`config.mk`:
```
export PLATFORM = sky130hd
export DESIGN_NAME = cfg_serial_port
export DESIGN_NICKNAME = d
export VERILOG_FILES = /design/src/rtl/cfg_serial_port.sv
export SDC_FILE = /design/constraint.sdc
export NUM_CORES = 1
export LEC_CHECK = 0
export CAP_MARGIN = 20
export CORE_ASPECT_RATIO = 1.4
export CORE_MARGIN = 3
export CORE_UTILIZATION = 53
export DETAILED_ROUTE_END_ITERATION = 8
export PLACE_DENSITY = 0.79
export SLEW_MARGIN = 40
export SYNTH_ARGS = -nofsm -noshare
export SYNTH_HDL_FRONTEND = slang
export SYNTH_SLANG_ARGS = --single-unit
export TNS_END_PERCENT = 30
```
`constraint.sdc`:
```
create_clock -name clk -period 2.8 [get_ports clk]
set_input_delay 0.56 -clock clk [delete_from_list [all_inputs] [get_ports clk]]
set_output_delay 0.56 -clock clk [all_outputs]
set_load 0.01 [all_outputs]
```
`src/rtl/cfg_serial_port.sv`:
```
module cfg_serial_port #(
  parameter int FRAME_BITS   = 16,
  parameter int ADDR_BITS    = 4,
  parameter int MODE_BITS    = 3,
  parameter int MIN_GAP_CLKS = 20
) (
  input  logic                                clk,
  input  logic                                rst_n,
  input  logic                                sel_n,
  input  logic                                sck,
  input  logic                                sdi,
  output logic [MODE_BITS-1:0]                power_mode,
  output logic [MODE_BITS-1:0]                wake_sel,
  output logic [FRAME_BITS-ADDR_BITS-1:0]     offset_q,
  output logic [FRAME_BITS-ADDR_BITS-1:0]     cmode_q,
  output logic [FRAME_BITS-ADDR_BITS-1:0]     aux_dac_q,
  output logic [FRAME_BITS-ADDR_BITS-1:0]     aux_ctl_q,
  output logic                                commit
);
  localparam int DATA_BITS = FRAME_BITS - ADDR_BITS;
  localparam int CNT_W     = $clog2(FRAME_BITS + 2);
  localparam int GAP_W     = $clog2(MIN_GAP_CLKS + 1);
  localparam logic [CNT_W-1:0] CNT_FULL = CNT_W'(FRAME_BITS);
  localparam logic [CNT_W-1:0] CNT_SAT  = CNT_W'(FRAME_BITS + 1);
  localparam logic [GAP_W-1:0] GAP_MIN  = GAP_W'(MIN_GAP_CLKS);

  localparam logic [MODE_BITS-1:0] M_SHUT = MODE_BITS'(0);
  localparam logic [MODE_BITS-1:0] M_IDLE = MODE_BITS'(1);
  localparam logic [MODE_BITS-1:0] M_FD   = MODE_BITS'(5);

  localparam logic [ADDR_BITS-1:0] A_MODE = ADDR_BITS'(1);
  localparam logic [ADDR_BITS-1:0] A_WAKE = ADDR_BITS'(2);
  localparam logic [ADDR_BITS-1:0] A_OFFS = ADDR_BITS'(3);
  localparam logic [ADDR_BITS-1:0] A_CMOD = ADDR_BITS'(4);
  localparam logic [ADDR_BITS-1:0] A_ADAC = ADDR_BITS'(5);
  localparam logic [ADDR_BITS-1:0] A_ACTL = ADDR_BITS'(6);

  logic [2:0] cs_sr, sck_sr;
  logic [1:0] sdi_sr;
  logic       active, gap_ok;
  logic [CNT_W-1:0]      bit_cnt;
  logic [GAP_W-1:0]      gap_cnt;
  logic [FRAME_BITS-1:0] shreg;

  wire cs_s     = cs_sr[1];
  wire cs_fall  = cs_sr[2] & ~cs_sr[1];
  wire cs_rise  = ~cs_sr[2] & cs_sr[1];
  wire sck_rise = sck_sr[1] & ~sck_sr[2];

  wire [ADDR_BITS-1:0] f_addr = shreg[FRAME_BITS-1:DATA_BITS];
  wire [DATA_BITS-1:0] f_data = shreg[DATA_BITS-1:0];
  wire [MODE_BITS-1:0] f_mode = shreg[MODE_BITS-1:0];
  wire mode_ok = (f_mode <= M_FD);
  wire wake_ok = mode_ok && (f_mode != M_SHUT);
  wire frame_end = cs_rise && active && gap_ok;
  wire full_frame = (bit_cnt == CNT_FULL);

  always_ff @(posedge clk or negedge rst_n) begin
    if (!rst_n) begin
      cs_sr  <= '1;
      sck_sr <= '0;
      sdi_sr <= '0;
    end else begin
      cs_sr  <= {cs_sr[1:0], sel_n};
      sck_sr <= {sck_sr[1:0], sck};
      sdi_sr <= {sdi_sr[0], sdi};
    end
  end

  always_ff @(posedge clk or negedge rst_n) begin
    if (!rst_n) begin
      gap_cnt <= GAP_MIN;
      active  <= 1'b0;
      gap_ok  <= 1'b0;
      bit_cnt <= '0;
      shreg   <= '0;
    end else begin
      if (!cs_s)
        gap_cnt <= '0;
      else if (gap_cnt < GAP_MIN)
        gap_cnt <= gap_cnt + 1'b1;

      if (cs_fall) begin
        active  <= 1'b1;
        gap_ok  <= (gap_cnt >= GAP_MIN);
        bit_cnt <= '0;
      end else if (active && !cs_s && sck_rise) begin
        shreg <= {shreg[FRAME_BITS-2:0], sdi_sr[1]};
        if (bit_cnt != CNT_SAT)
          bit_cnt <= bit_cnt + 1'b1;
      end else if (cs_rise) begin
        active <= 1'b0;
      end
    end
  end

  always_ff @(posedge clk or negedge rst_n) begin
    if (!rst_n) begin
      power_mode <= M_IDLE;
      wake_sel   <= M_FD;
      offset_q   <= '0;
      cmode_q    <= '0;
      aux_dac_q  <= '0;
      aux_ctl_q  <= '0;
      commit     <= 1'b0;
    end else begin
      commit <= 1'b0;
      if (frame_end) begin
        if (power_mode == M_SHUT) begin
          power_mode <= wake_sel;
          commit     <= 1'b1;
        end else if (full_frame) begin
          case (f_addr)
            A_MODE: if (mode_ok) begin power_mode <= f_mode; commit <= 1'b1; end
            A_WAKE: if (wake_ok) begin wake_sel <= f_mode; commit <= 1'b1; end
            A_OFFS: begin offset_q  <= f_data; commit <= 1'b1; end
            A_CMOD: begin cmode_q   <= f_data; commit <= 1'b1; end
            A_ADAC: begin aux_dac_q <= f_data; commit <= 1'b1; end
            A_ACTL: begin aux_ctl_q <= f_data; commit <= 1'b1; end
            default: ;
          endcase
        end
      end
    end
  end
endmodule

```
After elaboration in Yosys (flattened, before gate mapping) --
Cells that the tools add are included. W data, S select, Z words.
Word-level totals: logic and storage cells 80, output and inout bits 55, input bits 5, flip-flop bits (word level) 91
Operators by class: $lt $le $gt $ge 3, bitwise operators 8, reduce and logical (&&, ||, !) cells 24, eq/ne operators 10, mux-type cells 18, add/sub/neg operators 2
Operators by type and width (number):
- $mux W5 | 5
- $reduce_and A4 Y1 | 5
- $eq A4 B3 Y1 const B | 3
- $mux W3 | 4
- $reduce_bool A2 Y1 | 6
- $add A5 B1 Y5 const B | 2
- $eq A4 B2 Y1 const B | 2
- $mux W1 | 8
- $reduce_and A2 Y1 | 3
- $eq A5 B5 Y1 const B | 1
- $ge A5 B5 Y1 const B | 1
- $logic_and A1 B1 Y1 | 5
- $lt A5 B5 Y1 const B | 1
- $ne A5 B5 Y1 const B | 1
- $not A1 Y1 | 5
- $reduce_and A5 Y1 | 1
- $eq A4 B1 Y1 const B | 1
- $reduce_or A4 Y1 | 1
- $and A1 B1 Y1 | 3
- $le A3 B3 Y1 const B | 1
- $logic_not A3 Y1 | 1
- $pmux W1 S3 | 1
- $reduce_bool A3 Y1 | 1
- $ne A2 B1 Y1 const B | 1
- 2 further kinds | 2

Logic depth before layout (Yosys ltp) --
depth in word-level cells 7, mapped depth 7, mapped depth without buffers 6

Worst setup path after synthesis --
No wires, ideal clock.
path kind register -> register, start point register cs_sr[1], end point register shreg[10], cell stages (with the launch flop) 7, data required time 2.675 ns, buffers on the path 2, slack 0.721 ns, arrival time 1.954 ns, library setup time 0.125 ns, period minus slack after synthesis 2.079 ns, path through dfstp_2 -> inv_1 -> ha_1 -> clkbuf_1 -> nor2_1 -> buf_2 -> mux2_2
Between the ends: word-level cells in the longest chain between the ends 4, elaborated cells between the ends (all ways) 7, those cells by class bitwise: 3; reduce/logical: 4
RTL lines:
- start: declaration | line 38 | logic [2:0] cs_sr, sck_sr;
- start signal: assignment | line 64 | cs_sr <= {cs_sr[1:0], sel_n};
- $not A1 Y1 | line 46 | wire cs_fall = cs_sr[2] & ~cs_sr[1];
- $and A1 B1 Y1 | line 46
- via cs_fall | line 46
- $not A1 Y1 (no line)
- $reduce_and A2 Y1 (no line)
- end signal: assignment | line 88 | shreg <= {shreg[FRAME_BITS-2:0], sdi_sr[1]};
- end: declaration | line 43 | logic [FRAME_BITS-1:0] shreg;
The timed path passes the listed nets, and every way through them passes these cells. A chain may end at the register's enable or synchronous reset.

Worst setup path in the final report --
start point register cs_sr[1], end point register aux_dac_q[2]
Between the ends: word-level cells in the longest chain between the ends 4
RTL lines:
- $and A1 B1 Y1 | line 47 | wire cs_rise = ~cs_sr[2] & cs_sr[1];
- $logic_and A1 B1 Y1 (2 in a row) | line 55 | wire frame_end = cs_rise && active && gap_ok;
- $reduce_and A4 Y1 (no line)
- end signal: assignment | line 103 | aux_dac_q <= '0;
- end signal: assignment | line 118 | A_ADAC: begin aux_dac_q <= f_data; commit <= 1'b1; end
- end: declaration | line 16 | output logic [FRAME_BITS-ADDR_BITS-1:0] aux_dac_q,
No other way between the ends.

==> results.py <==
metrics = {
    "outcome": {
        "status": "finished clean",
    },
    "setup_path": {
        "cp.arrival_ns": 2.62,
        "cp_slowest_cell": "dfstp_2",
        "path_class": "reg2reg",
        "crit_chain": "ha_1 > nand3_1 > nor4_2 > nand2_1 > mux2_1",
        "cp.required_ns": 3.03,
        "crit_fanout": 12,
        "endpoint_kind": "flip-flop",
        "max_stage_delay_ns": 0.58,
        "startpoint_type": "flip-flop",
    },
    "final_layout": {
        "stdcell_area_sq_um": 4600,
        "drive_gt1_share_pct": 31.8,
        "areaGrowthSynthToFinish_pct": 25.3,
        "antenna_cells": 0,
        "fin_nets": 328,
    },
    "global_routing": {
        "grt_overflow": 0,
        "grt_pass1_vias": 2286,
        "grt_pass1_wl_mm": 12.1,
        "grt_start_max_net_pins": 58,
        "antenna_found_initial": 0,
        "grt.total_usage_pct": 19.8,
    },
    "synth": {
        "yosysTopAreaCellShare_pct": 56.6,
        "synth_cell_types": 33,
        "synthTopCellsByArea": "dfrtp_1, mux2_2, dfstp_2",
        "ys_ff_latch": 91,
        "netlist_top_cells_count": "dfrtp_1, mux2_2, nor2_1",
        "yosys_warnings": 0,
        "syn_avg_cell_area_sq_um": 14.7,
        "syn-num-nets": 261,
        "synthCells": 249,
        "ys_seq_area_share_pct": 62.3,
        "synth_ff_type": "dfrtp_1",
        "synth_edf_count": 0,
        "synth.most_common_cell": "dfrtp_1",
        "synth_top_area_cell": "dfrtp_1",
        "ys_async_sr_fraction_pct": 100,
        "synth.cell_area_sq_um": 3670,
    },
    "placed_design": {
        "io_buffers": 59,
        "dp_hpwl_mm": 4.79,
        "dpl-instance-area_sq_um": 4380,
        "gp_congestion": 0.756,
    },
    "die": {
        "die_h_um": 104,
        "fp-row-count": 35,
        "dieWidth_um": 76.3,
        "ios": 60,
        "initial_core_util_pct": 55.1,
        "die_area_sq_um": 7970,
        "core_area_sq_um": 6660,
    },
    "sta": {
        "hold_violations": 0,
        "finalSetupViolCount": 0,
        "fin_worst_skew_ns": 0.00646,
        "fin_crit_ns": 2.39,
        "max_freq_mhz": 419,
        "tightestPinTransition_ns": 0.644,
        "slew-limit-headroom_pct": 57.0,
        "fin_tns_setup_ns": 0,
        "rsz0062_at_grt": "no",
        "fin_crit_sh_pct": 85.2,
        "drv_slew": 0,
    },
    "clocking": {
        "post_cts_resized": 0,
        "clk-insertion-delay-late_ns": 0.35,
        "cts_tree": "yes",
        "root_buffer": "clkbuf_8",
        "numCtsBuffers": 9,
        "cts_setup_buffers": 0,
        "cts.sinks": 91,
        "cts_hold_buf": 0,
        "path_clk_slew_ns": 0.09,
        "htreeDepth": 3,
        "cts_buffer_depth": 2,
    },
    "route": {
        "drt_wl_total_mm": 7.03,
        "drc": 0,
        "routedWlPerCell_um": 17.0,
        "vias_per_cell": 5.22,
        "first_pass_iters": 4,
        "dr_total_vias": 2154,
        "postRouteAntennaNets": 0,
        "drt_iter0_markers": 73,
    },
    "worst_hold_path": {
        "hp-class": "in2async",
    },
    "pwr": {
        "ir_drop_uv": 537,
        "p_leak_uw": 0.00218,
        "power_density_nw_per_um2": 536,
    },
    "flow_run": {
        "maxCapViolCount": 0,
    },
}
per-layer routing:
layer / share of wire [%] / up-vias / global-route usage [%]
li1: - / 996 / -
met1: 42 / 1105 / 23.9
met2: 52 / 45 / 32.8
met3: 4.3 / 8 / 5.63
met4: 1.9 / 0 / 9.07
met5: 0 / - / 0
where the power goes:
group	internal, uW	total [uW]	switching [uW]
registers	1340	1390	45.4
logic	44.0	106	61.5
clock network	528	967	439
logic make-up after synthesis:
logic type | Yosys count | share of synthesized area, %
AOI/OAI and AO/OA | 12 | 2.22
xor gates and xnor gates | 7 | 1.67
adders and majority gates | 7 | 2.39
buffers and inverters | 16 | 2.05
DFF | 91 | 62.3
muxes | 76 | 23.2
and+or+nand+nor | 40 | 6.10
cells in the final DEF (no fill, tap or decap), drive strengths merged, types with 3 or more instances in the layout:
cell / synthesis / layout
dfrtp: 83 / 83
mux2: 73 / 73
clkdlybuf4s50: 0 / 58
nor2: 17 / 17
clkbuf: 1 / 12
inv: 8 / 8
dfstp: 8 / 8
nand2: 7 / 7
ha: 7 / 7
buf: 7 / 6
xor2: 4 / 4
o21ai: 3 / 3
a31oi: 3 / 3
xnor2: 3 / 3
mux2i: 3 / 3
critical path, delay by kind of cell (launching register included):
| family | cells | cell delay [ns] |
|---|---|---|
| simple gates | 3 | 1.06 |
| flops | 1 | 0.58 |
| mux | 1 | 0.47 |
| fa+ha+maj | 1 | 0.15 |
final timing paths:
kind	startpoint	endpoint	slack, ns	depth (start not counted)
worst min-delay path	rst_n	gap_cnt[3]	0.15	1
max in group asynchronous	rst_n	power_mode[0]	1.98	2
worst max-delay path	cs_sr[1]	aux_dac_q[2]	0.41	5
min in group clk	sck_sr[0]	sck_sr[1]	0.36	0
worst max register to register	cs_sr[1]	aux_dac_q[2]	0.41	5
worst min register to register	sck_sr[0]	sck_sr[1]	0.36	0
area by class of cell:
class                   count  area [sq um]
inverters                   8          30.0
flip-flops and latches     91          2290
repair buffers             64           638
well taps                  92           115
fillers                   477          2060
multi-input cells         142          1310
clock inverters             4          73.8
clock buffers              12           145
flip-flops by register name, summed over array words and instances (netlist names), 2 cells and up:
name,flops
shreg,16
aux_ctl_q,12
aux_dac_q,12
cmode_q,12
offset_q,12
bit_cnt,5
gap_cnt,5
cs_sr,3
power_mode,3
sck_sr,3
wake_sel,3
sdi_sr,2
stage by stage:
| stage | power [uW] | worst slack, ns | instances | utilization (%) | hold slack [ns] |
|---|---|---|---|---|---|
| 6_report | 2460 | 0.414 | 413 | 69.0 | 0.146 |
| 5_1_grt | 2560 | 0.218 | 413 | 69.0 | 0.147 |
| 4_1_cts | 2490 | 0.367 | 413 | 69.0 | 0.145 |
| 3_5_place_dp | 1520 | 0.426 | 397 | 65.8 | 0.340 |
| 3_3_place_gp | 1520 | 0.483 | 397 | 65.8 | 0.336 |
| 2_1_floorplan | 1460 | 0.721 | 249 | - | 0.264 |
Note: power is estimated with default switching activity, not from simulation.
